### src/rtl/uirq_pkg.sv
package uirq_pkg;

   // number of interrupt sources, ranked 0 (highest) .. NSRC-1 (lowest)
   localparam int NSRC   = 5;
   localparam int ID_W   = 3;
   localparam int EN_W   = 4;

   typedef enum logic [ID_W-1:0] {
      ID_MODEM   = 3'b000,
      ID_TXHOLD  = 3'b001,
      ID_RXDATA  = 3'b010,
      ID_LINE    = 3'b011,
      ID_TIMEOUT = 3'b110
   } irq_id_e;

   // rank to identification code
   function automatic logic [ID_W-1:0] id_of_rank(input int rank);
      case (rank)
         0:       id_of_rank = ID_LINE;
         1:       id_of_rank = ID_RXDATA;
         2:       id_of_rank = ID_TIMEOUT;
         3:       id_of_rank = ID_TXHOLD;
         default: id_of_rank = ID_MODEM;
      endcase
   endfunction

endpackage

### src/rtl/uirq_event_latch.sv
// Sticky source flag: set by its raw input, cleared by a read strobe.
// A set in the same cycle as a clear wins.
module uirq_event_latch #(
   parameter bit SET_ON_EDGE = 1'b1
) (
   input  logic clk,
   input  logic rst_n,
   input  logic raw_i,
   input  logic clr_i,
   output logic flag_o
);

   logic set_w;
   logic flag_q;

   generate
      if (SET_ON_EDGE) begin : g_edge
         logic raw_prev_q;
         always_ff @(posedge clk or negedge rst_n) begin
            if (!rst_n) raw_prev_q <= 1'b0;
            else        raw_prev_q <= raw_i;
         end
         assign set_w = raw_i & ~raw_prev_q;
      end else begin : g_level
         assign set_w = raw_i;
      end
   endgenerate

   always_ff @(posedge clk or negedge rst_n) begin
      if (!rst_n)     flag_q <= 1'b0;
      else if (set_w) flag_q <= 1'b1;
      else if (clr_i) flag_q <= 1'b0;
   end

   assign flag_o = flag_q;

   AST_CLEAR_TAKES: assert property (@(posedge clk) disable iff (!rst_n)
      (clr_i && !raw_i) |=> !flag_q);

   AST_SET_WINS: assert property (@(posedge clk) disable iff (!rst_n)
      (clr_i && set_w) |=> flag_q);

endmodule

### src/rtl/uirq_txhold_track.sv
// Transmit-holding-empty source: set on the rising edge of tx_empty,
// cleared by a holding-register write (wins) or by an identification
// read while this source is the one reported.
module uirq_txhold_track (
   input  logic clk,
   input  logic rst_n,
   input  logic tx_empty_i,
   input  logic thr_wr_i,
   input  logic iir_rd_i,
   input  logic reported_i,
   output logic flag_o
);

   logic empty_prev_q;
   logic rise_w;
   logic flag_q;

   always_ff @(posedge clk or negedge rst_n) begin
      if (!rst_n) empty_prev_q <= 1'b0;
      else        empty_prev_q <= tx_empty_i;
   end

   assign rise_w = tx_empty_i & ~empty_prev_q;

   always_ff @(posedge clk or negedge rst_n) begin
      if (!rst_n)                        flag_q <= 1'b0;
      else if (thr_wr_i)                 flag_q <= 1'b0;
      else if (rise_w)                   flag_q <= 1'b1;
      else if (iir_rd_i && reported_i)   flag_q <= 1'b0;
   end

   assign flag_o = flag_q;

   AST_WRITE_CLEARS: assert property (@(posedge clk) disable iff (!rst_n)
      thr_wr_i |=> !flag_q);

   AST_SET_ON_EDGE: assert property (@(posedge clk) disable iff (!rst_n)
      $rose(flag_q) |-> $past(tx_empty_i));

   AST_READ_CLEARS: assert property (@(posedge clk) disable iff (!rst_n)
      (iir_rd_i && reported_i && !tx_empty_i) |=> !flag_q);

   AST_READ_OTHER_KEEPS: assert property (@(posedge clk) disable iff (!rst_n)
      (iir_rd_i && !reported_i && !thr_wr_i && flag_q) |=> flag_q);

endmodule

### src/rtl/uirq_prio_enc.sv
// Fixed-priority encoder: request 0 is highest. Emits a one-hot grant,
// the code of the granted rank and an any-request flag.
module uirq_prio_enc
   import uirq_pkg::*;
#(
   parameter int N = NSRC
) (
   input  logic            clk,
   input  logic            rst_n,
   input  logic [N-1:0]    req_i,
   output logic [N-1:0]    grant_o,
   output logic [ID_W-1:0] code_o,
   output logic            any_o
);

   logic [N:0] blocked_w;

   generate
      if (N < 1) begin : g_bad_n
         $error("uirq_prio_enc: N must be at least 1");
      end
   endgenerate

   assign blocked_w[0] = 1'b0;

   generate
      for (genvar i = 0; i < N; i++) begin : g_rank
         assign grant_o[i]     = req_i[i] & ~blocked_w[i];
         assign blocked_w[i+1] = blocked_w[i] | req_i[i];
      end
   endgenerate

   assign any_o = blocked_w[N];

   always_comb begin
      code_o = '0;
      for (int i = 0; i < N; i++) begin
         if (grant_o[i]) code_o = code_o | id_of_rank(i);
      end
   end

   AST_GRANT_ONEHOT: assert property (@(posedge clk) disable iff (!rst_n)
      $onehot0(grant_o));

   AST_TOP_RANK: assert property (@(posedge clk) disable iff (!rst_n)
      req_i[0] |-> grant_o[0]);

endmodule

### src/rtl/uirq_ident_unit.sv
module uirq_ident_unit
   import uirq_pkg::*;
#(
   parameter int ENABLE_W   = EN_W,
   parameter bit EDGE_STICKY = 1'b1
) (
   input  logic                clk,
   input  logic                rst_n,
   input  logic [ENABLE_W-1:0] ier_en,
   input  logic                ls_err,
   input  logic                rx_at_trig,
   input  logic                rx_timeout,
   input  logic                tx_empty,
   input  logic                ms_change,
   input  logic                iir_rd,
   input  logic                thr_wr,
   input  logic                lsr_rd,
   input  logic                msr_rd,
   input  logic                fifo_mode,
   output logic [7:0]          iir_val,
   output logic                irq
);

   // enable bit positions
   localparam int EB_RX   = 0;
   localparam int EB_TX   = 1;
   localparam int EB_LINE = 2;
   localparam int EB_MDM  = 3;

   // source ranks
   localparam int RK_LINE = 0;
   localparam int RK_RX   = 1;
   localparam int RK_TO   = 2;
   localparam int RK_TX   = 3;
   localparam int RK_MDM  = 4;

   generate
      if (ENABLE_W != 4) begin : g_bad_en
         $error("uirq_ident_unit: ENABLE_W must be 4");
      end
   endgenerate

   logic            line_flag;
   logic            mdm_flag;
   logic            tx_flag;
   logic [NSRC-1:0] req_w;
   logic [NSRC-1:0] grant_w;
   logic [ID_W-1:0] code_w;
   logic            any_w;

   uirq_event_latch #(.SET_ON_EDGE(EDGE_STICKY)) u_line (
      .clk    (clk),
      .rst_n  (rst_n),
      .raw_i  (ls_err),
      .clr_i  (lsr_rd),
      .flag_o (line_flag)
   );

   uirq_event_latch #(.SET_ON_EDGE(EDGE_STICKY)) u_modem (
      .clk    (clk),
      .rst_n  (rst_n),
      .raw_i  (ms_change),
      .clr_i  (msr_rd),
      .flag_o (mdm_flag)
   );

   uirq_txhold_track u_txhold (
      .clk        (clk),
      .rst_n      (rst_n),
      .tx_empty_i (tx_empty),
      .thr_wr_i   (thr_wr),
      .iir_rd_i   (iir_rd),
      .reported_i (grant_w[RK_TX]),
      .flag_o     (tx_flag)
   );

   always_comb begin
      req_w          = '0;
      req_w[RK_LINE] = line_flag  & ier_en[EB_LINE];
      req_w[RK_RX]   = rx_at_trig & ier_en[EB_RX];
      req_w[RK_TO]   = rx_timeout & ier_en[EB_RX];
      req_w[RK_TX]   = tx_flag    & ier_en[EB_TX];
      req_w[RK_MDM]  = mdm_flag   & ier_en[EB_MDM];
   end

   uirq_prio_enc #(.N(NSRC)) u_enc (
      .clk     (clk),
      .rst_n   (rst_n),
      .req_i   (req_w),
      .grant_o (grant_w),
      .code_o  (code_w),
      .any_o   (any_w)
   );

   assign iir_val = {{2{fifo_mode}}, 2'b00, code_w, ~any_w};
   assign irq     = any_w;

   AST_LINE_FIRST: assert property (@(posedge clk) disable iff (!rst_n)
      (line_flag && ier_en[EB_LINE]) |-> (iir_val[3:1] == 3'b011));

   AST_ALL_MASKED: assert property (@(posedge clk) disable iff (!rst_n)
      (ier_en == '0) |-> (iir_val[0] && !irq));

   AST_TIMEOUT_GATE: assert property (@(posedge clk) disable iff (!rst_n)
      (!ier_en[EB_RX]) |-> (iir_val[3:1] != 3'b110));

   AST_UPPER_BITS: assert property (@(posedge clk) disable iff (!rst_n)
      (iir_val[5:4] == 2'b00) && (iir_val[7:6] == {2{fifo_mode}}));

endmodule

### config.mk
export PLATFORM = sky130hd
export DESIGN_NAME = uirq_ident_unit
export DESIGN_NICKNAME = d
export VERILOG_FILES = /design/src/rtl/uirq_pkg.sv /design/src/rtl/uirq_event_latch.sv /design/src/rtl/uirq_txhold_track.sv /design/src/rtl/uirq_prio_enc.sv /design/src/rtl/uirq_ident_unit.sv
export SDC_FILE = /design/constraint.sdc
export NUM_CORES = 1
export LEC_CHECK = 0
export BUFFER_PORTS_ARGS = -buffer_cell sky130_fd_sc_hd__buf_4
export CELL_PAD_IN_SITES_DETAIL_PLACEMENT = 1
export CELL_PAD_IN_SITES_GLOBAL_PLACEMENT = 2
export CORE_AREA = 5 5 50 52
export CTS_CLUSTER_SIZE = 28
export DETAILED_ROUTE_END_ITERATION = 8
export DIE_AREA = 0 0 55 57
export HOLD_SLACK_MARGIN = 0.15
export PLACE_DENSITY_LB_ADDON = 0.1
export SLEW_MARGIN = 20
export SYNTH_ARGS = -nofsm -noshare
export SYNTH_HDL_FRONTEND = slang
export SYNTH_SLANG_ARGS = --single-unit
### constraint.sdc
create_clock -name clk -period 0.85 [get_ports clk]
set_input_delay 0.2125 -clock clk [delete_from_list [all_inputs] [get_ports clk]]
set_output_delay 0.2125 -clock clk [all_outputs]
set_load 0.01 [all_outputs]
==> Word-level counts from Yosys, hierarchy flattened <==
Cells that the tools add are included.
{ "totals": {"mem_bits_rw": 0, "mem_count": 0, "elab_cells": 54, "register_bits": 6, "latch_bits": 0, "in_bits": 16, "rom_bits": 0} }
{ "op_classes": {"n_mul": 0, "muxes": 16, "eq_ne": 0, "magnitude_cmp": 0, "bitwise": 28, "div_mod_pow": 0, "addsub": 0, "n_reduce_logical": 4, "shifts": 0} }
{ "ops": {"columns": ["cell", "n"], "rows": [
  ["2-to-1 mux 3 bit", 8],
  ["bitwise AND 1 bit", 12],
  ["bitwise OR 3 bit", 4],
  ["inverter 1 bit", 8],
  ["2-to-1 mux 1 bit", 7],
  ["bitwise OR 1 bit", 4],
  ["nonzero test 2 bit", 2],
  ["nonzero test 3 bit", 1],
  ["2-to-1 mux 2 bit", 1],
  ["logical AND 1 bit", 1]
]} }

==> Longest topological paths before layout <==
Gate-level depths: netlist of run 1.
{ "logic_depth": {"depth_word": 12, "ltp_mapped": 3} }

==> Hierarchy <==
From an unflattened synthesis of run 1, not the netlist that was laid out.
{ "unflattened": {"cells_unflattened": 38, "hier_area_um2": 355.3} }
{ "modules_own_cells": {"columns": ["mod", "cells_each", "n_inst", "area_each_um2"], "rows": [
  ["uirq_event_latch", 5, 2, 70.1],
  ["uirq_prio_enc", 11, 1, 75.1],
  ["uirq_txhold_track", 6, 1, 71.3],
  ["uirq_ident_unit", 11, 1, 68.8]
]} }

==> Least setup slack after synthesis of run 1 <==
No wires, ideal clock.
{ "synth_path": {"kind": "reg-to-output", "startpoint": "reg u_line.flag_q, in the netlist u_line.flag_o", "endpoint": "out iir_val[1]", "arrival_time_ns": 0.862, "required_time_ns": 0.637, "stages_incl_launch_ff": 4, "slack_ns": -0.224, "path_cell_list": "dfrtp_1 > nand2_2 > nand2_1 > o21ai_0"} }
{ "synth_between": {"elab_chain_cells": 10} }
{ "synth_lines": {"columns": ["item", "line_no", "text"], "rows": [
  ["start, declared", "uirq_event_latch.sv:14", "logic flag_q;"],
  ["start signal, assigned", "uirq_event_latch.sv:30", "if (!rst_n) flag_q <= 1'b0;"],
  ["start signal, assigned", "uirq_event_latch.sv:31", "else if (set_w) flag_q <= 1'b1;"],
  ["start signal, assigned", "uirq_event_latch.sv:32", "else if (clr_i) flag_q <= 1'b0;"],
  ["bitwise AND 1 bit (*)", "uirq_ident_unit.sv:79", "req_w[RK_LINE] = line_flag & ier_en[EB_LINE];"],
  ["2-to-1 mux 2 bit or inverter 1 bit (tied branches)", "uirq_prio_enc.sv:38, uirq_prio_enc.sv:28", null],
  ["bitwise OR 3 bit or bitwise AND 1 bit (tied branches)", "uirq_prio_enc.sv:38, uirq_prio_enc.sv:28", null],
  ["2-to-1 mux 3 bit", "uirq_prio_enc.sv:38", "if (grant_o[i]) code_o = code_o | id_of_rank(i);"],
  ["bitwise OR 3 bit", "uirq_prio_enc.sv:38", null],
  ["2-to-1 mux 3 bit", "uirq_prio_enc.sv:38", null],
  ["bitwise OR 3 bit", "uirq_prio_enc.sv:38", null],
  ["2-to-1 mux 3 bit", "uirq_prio_enc.sv:38", null],
  ["bitwise OR 3 bit", "uirq_prio_enc.sv:38", null],
  ["2-to-1 mux 3 bit (*)", "uirq_prio_enc.sv:38", null],
  ["end, declared", "uirq_ident_unit.sv:20", "output logic [7:0] iir_val,"]
]} }
Every way passes the cells marked *; elsewhere a longest branch is shown, timed or not.

==> Final worst setup path of run 1 <==
{ "layout_path": {"startpoint": "reg u_line.flag_q, in the netlist u_line.flag_o", "endpoint": "out irq"} }
{ "layout_between": {"elab_chain_cells": 5} }
{ "layout_lines": {"columns": ["item", "line_no", "text"], "rows": [
  ["bitwise AND 1 bit", "uirq_ident_unit.sv:79", null],
  ["bitwise OR 1 bit (4 in series)", "uirq_prio_enc.sv:29", "assign blocked_w[i+1] = blocked_w[i] | req_i[i];"],
  ["end, declared", "uirq_ident_unit.sv:21", "output logic irq"]
]} }
No other way between the ends.

==> impl_metrics.yaml, run 1 <==
detailed_routing:
  wl_per_cell_microns: 9.674
  totalWireLength_microns: 861
  drtPass1Iterations: 1
  drc_errors: 0
  drt-initial-drc-count: 0
  drtAntennaViolNets: 0
  viasPerCell: 3.517
  via_count: 313
logic_synthesis:
  synth_area_leader_cell: "dfrtp_1"
  avgSynthCellArea_sq_um: 9.364
  ys_seq_area_share_pct: 51.72
  synth_simple_gate_area_share_pct: 13.36
  synthAdderAreaFrac_pct: 0
  synth-xor-area-share_pct: 0
  synth_flop_cell: "dfrtp_1"
  synth_compound_area_share_pct: 15.52
  synth_cell_type_count: 15
  syn-instance-count: 31
  ys_ff_latch: 6
  synth_top_area_share_pct: 51.72
  synth_area_sq_um: 290.3
  synth_top_family_by_area: "buffers and inverters"
  synthMuxAreaShare_pct: 0
  ys_top_cells_by_count: "dfrtp_1, inv_1, buf_4, nand2_1, o22ai_1"
  synthTopCellsByArea: "dfrtp_1, buf_4, inv_1"
  synth_warnings: 0
  synthArstFlopShare_pct: 100.0
  synth_edf_count: 0
sta:
  post-route-min-period_ns: 1.239
  fmax_mhz: 807.2
  setup-tns-final_ns: -1.939
  hold_viol_final: 0
  setup_slack_ns: -0.3888
  min_period_over_period_pct: 145.7
  setup_viol: 6
  rsz0062_at_grt: "yes"
  clock_skew_ns: 0.002970
  slew_viol_final: 0
worst_setup_path:
  rrSetupSlack_ns: -0.09
  critPathKind: "reg2out"
  cp_max_fo: 5
  worst_setup_path_end_kind: "output port"
  required_ns: 0.64
  r2r_end: "u_txhold.flag_o"
  critPathLaunch: "u_line.flag_o"
  cp-endpoint: "irq"
  crit_arrival_ns: 1.03
  rr_startpoint: "u_line.flag_o"
  r2r_cells: 4
  start_kind: "flip-flop"
hold_path:
  min_from: "ms_change"
  hold_path_class: "in2reg"
power_and_ir_drop:
  p_leak_nw: 0.3008
  power_frac_seq_pct: 39.7
  p_sw_uw: 194.0
  power_uw: 793.2
  p_sw_share_pct: 24.46
  intPower_uw: 599.2
  powerDensity_nw_per_um2: 1329
  peakVddDrop_uv: 571.4
  p_comb_share_pct: 27.9
  clkPwrFrac_pct: 32.4
clocking:
  cts_tree: "done"
  cts_buffers: 3
  clk_pin_slew_worst_paths_ns: 0.04
  clock_path_buffers: 2
  h-tree-depth: 1
  cts_root_buffer: "clkbuf_4"
  clock-sinks: 6
  insertion_delay_ns: 0.24
finish:
  final_cells: 89
  fin_area_sq_um: 596.8
  multiInputGateArea_sq_um: 116.4
  n_antenna_cell: 0
  finalNetCount: 79
  final_util_pct: 28.93
  ff_latch_area_sq_um: 150.1
  nFillCells: 264
  area_growth_syn_to_layout_pct: 105.6
  drive_gt1_share_pct: 57.38
job:
  cap_violations: 0
die:
  ios: 25
  dieHeight_microns: 57
  core-area_sq_um: 2063
  start_util_pct: 14.07
  num_rows: 17
  die_x_microns: 55
  die-area_sq_um: 3135
run_status:
  status: "finished with violations"
  violations: "negative setup slack"
placement:
  numPortBuffers: 19
  postPlaceCellArea_sq_um: 455.4
  dp.cells: 76
  place.gp.congestion: 0.6710
global_routing:
  grt_pass1_wl_microns: 1400
  grt_max_degree: 7
  antenna_found_initial: 0
  grt_pass1_vias: 354
  grtUsageTotal_pct: 6.279
  overflow: 0
==> cell usage in the layout, fill, tap and decap left out, types with 2 or more instances in the layout <==
| master | Yosys | final |
|---|---|---|
| inv_1 | 6 | 5 |
| nand2_1 | 3 | 2 |
| clkbuf_4 | 0 | 3 |
| buf_4 | 4 | 21 |
| dlygate4sd3_1 | 0 | 7 |
| conb_1 | 1 | 2 |
| o21ai_2 | 1 | 2 |
| dfrtp_1 | 6 | 6 |
| buf_6 | 0 | 2 |
==> cell type report <==
cell class | instances | area share [%]
Clock buffer | 3 | 3.774
Inverter | 6 | 3.774
Multi-Input combinational cell | 16 | 19.50
Sequential cell | 6 | 25.16
Tap cell | 28 | 5.870
Timing Repair Buffer | 30 | 41.93
==> worst max-delay path, stage by stage, from the launching register on <==
cell	delay, ns
dfrtp_1	0.40
nand2_4	0.10
nand4_1	0.12
buf_4	0.18
==> metal layers <==
layer / routed length (microns) / part of all wire, % / vias to the layer above / global-route usage [%]
li1: - / - / 155 / -
met1: 306 / 36 / 143 / 5.591
met5: 0 / 0 / - / 0
met4: 0 / 0 / 0 / 4.167
met3: 112 / 13 / 0 / 2.872
met2: 442 / 51 / 15 / 10.81
==> registers in the layout, summed over array words and instances, names as in the netlist <==
name	cells
u_txhold.flag_o	1
u_modem.flag_o	1
u_txhold.empty_prev_q	1
u_line.flag_o	1
u_line.g_edge.raw_prev_q	1
u_modem.g_edge.raw_prev_q	1
==> stage by stage <==
step	hold slack [ns]	setup slack, ns
final	0.2450	-0.3888
after global routing	0.2557	-0.4630
after CTS	0.2400	-0.4284
after detailed placement	0.02755	-0.2294
after global placement	0.02305	-0.1735
after floorplan	-0.08309	-0.1140
==> cell families after synthesis <==
group | Yosys count
buffers and inverters | 10
DFF | 6
and+or+nand+nor | 8
other | 1
AOI/OAI and AO/OA | 6
==> power by group through the flow <==
stage / sequential, mW / combinational [mW] / clock, mW
6_report: 0.315 / 0.221 / 0.257
5_1_grt: 0.317 / 0.245 / 0.288
4_1_cts: 0.313 / 0.217 / 0.276
3_5_place_dp: 0.318 / 0.171 / 0
3_3_place_gp: 0.318 / 0.164 / 0
2_1_floorplan: 0.316 / 0.0789 / 0
==> how the worst min path moves through the flow <==
| stage | endpoint | cells after the start |
|---|---|---|
| after CTS | u_modem.flag_o | 3 |
| after global placement | u_txhold.empty_prev_q | 1 |
| after detailed placement | u_txhold.empty_prev_q | 1 |
| after global routing | u_txhold.flag_o | 3 |
| after floorplan | u_line.flag_o | 0 |
| final | u_modem.flag_o | 3 |
==> timing repair <==
item | in CTS | in global routing
resized for setup | 2 | 4
hold buffers | 7 | 0
endpoints found under the setup margin | 6 | 7
buffers inserted | 3 | 0
hold endpoints to repair | 12 | 0
pin swaps | 3 | 3
No activity file was read; power rests on OpenSTA's default activity.
==> inputs of run 2 (changes only) <==
Settings changed: CORE_AREA 5 5 50 52 to 5 5 48 50, DIE_AREA 0 0 55 57 to 0 0 53 55, RECOVER_POWER set to 100.
Clock period 0.85 ns to 1.4 ns, I/O delays scaled along.
==> run 2 against run 1 <==
  * The flow now finishes without violations
  * Combinational power shrank 54%
  * Critical path depth grew 1
  * Clock skew shrank 0.0026 ns
  * Register-to-register slack gained 0.47 ns
  * Worst hold slack gained 0.0085 ns
  * Sequential share of layout area grew 5.7 points
  * Clock-buffer cell count is the same
  * Largest cell class unchanged
  * Largest power group unchanged
  * Highest routed layer is now met4
==> impl_metrics.yaml, run 2 (synthesis results as in run 1) <==
run_status:
  status: "finished clean"
power_and_ir_drop:
  p_sw_uw: 103.5
  p_comb_share_pct: 22.9
  power_frac_seq_pct: 43.1
  clkPwrFrac_pct: 34.0
  powerDensity_nw_per_um2: 907.6
  intPower_uw: 338.2
  p_leak_nw: 0.2476
  p_sw_share_pct: 23.43
  peakVddDrop_uv: 315.5
worst_setup_path:
  cp_max_fo: 5
  rrSetupSlack_ns: 0.38
  required_ns: 1.05
  worst_setup_path_end_kind: "output port"
  crit_arrival_ns: 1.04
  start_kind: "flip-flop"
  r2r_end: "u_txhold.flag_o"
  critPathKind: "reg2out"
  rr_startpoint: "u_line.flag_o"
  r2r_cells: 4
sta:
  setup-tns-final_ns: 0
  slew_viol_final: 0
  hold_viol_final: 0
  rsz0062_at_grt: "yes"
  setup_viol: 0
  post-route-min-period_ns: 1.392
  min_period_over_period_pct: 99.42
  clock_skew_ns: 0.0004058
  fmax_mhz: 718.4
clocking:
  clock-sinks: 6
  h-tree-depth: 1
  clock_path_buffers: 2
  cts_buffers: 3
  insertion_delay_ns: 0.23
  cts_tree: "done"
  clk_pin_slew_worst_paths_ns: 0.04
  cts_root_buffer: "clkbuf_4"
die:
  die-area_sq_um: 2915
  num_rows: 16
  core-area_sq_um: 1862
  start_util_pct: 15.59
  dieHeight_microns: 55
  ios: 25
  die_x_microns: 53
global_routing:
  grt_max_degree: 7
  gr-usage-met2_pct: 9.504
  globalRouteMet3Util_pct: 3.217
  overflow: 0
  gr-usage-met1_pct: 5.186
  antenna_found_initial: 0
  grtUsageTotal_pct: 5.805
  grt_pass1_wl_microns: 1152
  top_usage_layer: "met2"
  grt_pass1_vias: 290
finish:
  layout_common_cells: "buf_4, inv_1, clkbuf_4, dfrtp_1"
  final_cells: 79
  n_antenna_cell: 0
  layout_commonest_cell: "buf_4"
  drive_gt1_share_pct: 53.85
  finalNetCount: 70
  area_growth_syn_to_layout_pct: 67.67
detailed_routing:
  drc_errors: 0
  viasPerCell: 3.519
  drtPass1Iterations: 2
  drtAntennaViolNets: 0
  wl_per_cell_microns: 9.544
  drt-initial-drc-count: 5
  via_count: 278
  totalWireLength_microns: 754
hold_path:
  hold_end: "u_txhold.empty_prev_q"
  min_from: "tx_empty"
  hold_path_depth: 1
  hold_path_class: "in2reg"
placement:
  dpl.hpwl_microns: 687.2
  dp.cells: 74
  place.gp.congestion: 0.6172
  numPortBuffers: 19
job:
  cap_violations: 0
run 2: cell types whose count changed in the layout (fill, tap and decap cells not counted), sizes merged:
cell | previous run | this run
clkbuf | 3 | 7
buf | 23 | 16
dlygate4sd3 | 7 | 1
run 2: how the worst max path moves through the flow:
stage,startpoint,end,slack [ns],cells past startpoint
6_report,u_line.flag_o,iir_val[1],0.008,4
5_1_grt,u_line.flag_o,iir_val[1],-0.06,4
4_1_cts,u_line.flag_o,iir_val[1],-0.02,4
3_5_place_dp,rx_timeout,iir_val[1],-0.02,5
3_3_place_gp,rx_timeout,iir_val[1],0.03,5
2_1_floorplan,rx_timeout,iir_val[1],0.12,3
run 2: layer usage:
layer  vias up  share of wire (%)  wire [microns]
li1        137                  -               -
met1       121                 37             281
met2        18                 43             327
met3         2                 18             134
met4         0                1.3              10
met5         -                  0               0
run 2: critical path: stages, from the launching register on:
cell and delay (ns):
dfrtp_1 0.38, nand2_2 0.11, nand2_2 0.06, o21ai_1 0.12, buf_4 0.13
run 2: final cells by class:
type | count | area, sq um
fill | 241 | 1375
timing repair buffer | 21 | 156.4
sequential | 6 | 150.1
multi-input combinational | 16 | 101.3
tap | 27 | 33.78
clock buffer | 3 | 22.52
inverter | 6 | 22.52
run 2: what timing repair did:
action                                  CTS  global route
hold buffers                              1             0
pin swaps                                 2             2
buffers inserted                          1             0
gates cloned                              0             0
endpoints found under the hold margin     6             0
resized for setup                         2             2
endpoints found under the setup margin    1             4
run 2: per-stage QoR:
stage | hold WS (ns) | setup WS [ns] | power (mW) | cell area, sq um | util (%)
5_1_grt | 0.2438 | -0.06448 | 0.4689 | 486.7 | 26.14
2_1_floorplan | 0.05441 | 0.1240 | 0.2365 | 294.0 | -
3_5_place_dp | 0.1629 | -0.01828 | 0.2901 | 440.4 | 23.66
3_3_place_gp | 0.1605 | 0.03081 | 0.2866 | 440.4 | 23.66
4_1_cts | 0.2230 | -0.01800 | 0.4531 | 483.0 | 25.94
6_report | 0.2535 | 0.008110 | 0.4418 | 486.7 | 26.14
run 2: power by group through the flow:
stage,Clock (mW),Combinational (mW),Sequential (mW)
4_1_cts,0.159,0.104,0.191
3_3_place_gp,0,0.0936,0.193
2_1_floorplan,0,0.0445,0.192
5_1_grt,0.165,0.112,0.192
3_5_place_dp,0,0.0970,0.193
6_report,0.150,0.101,0.191
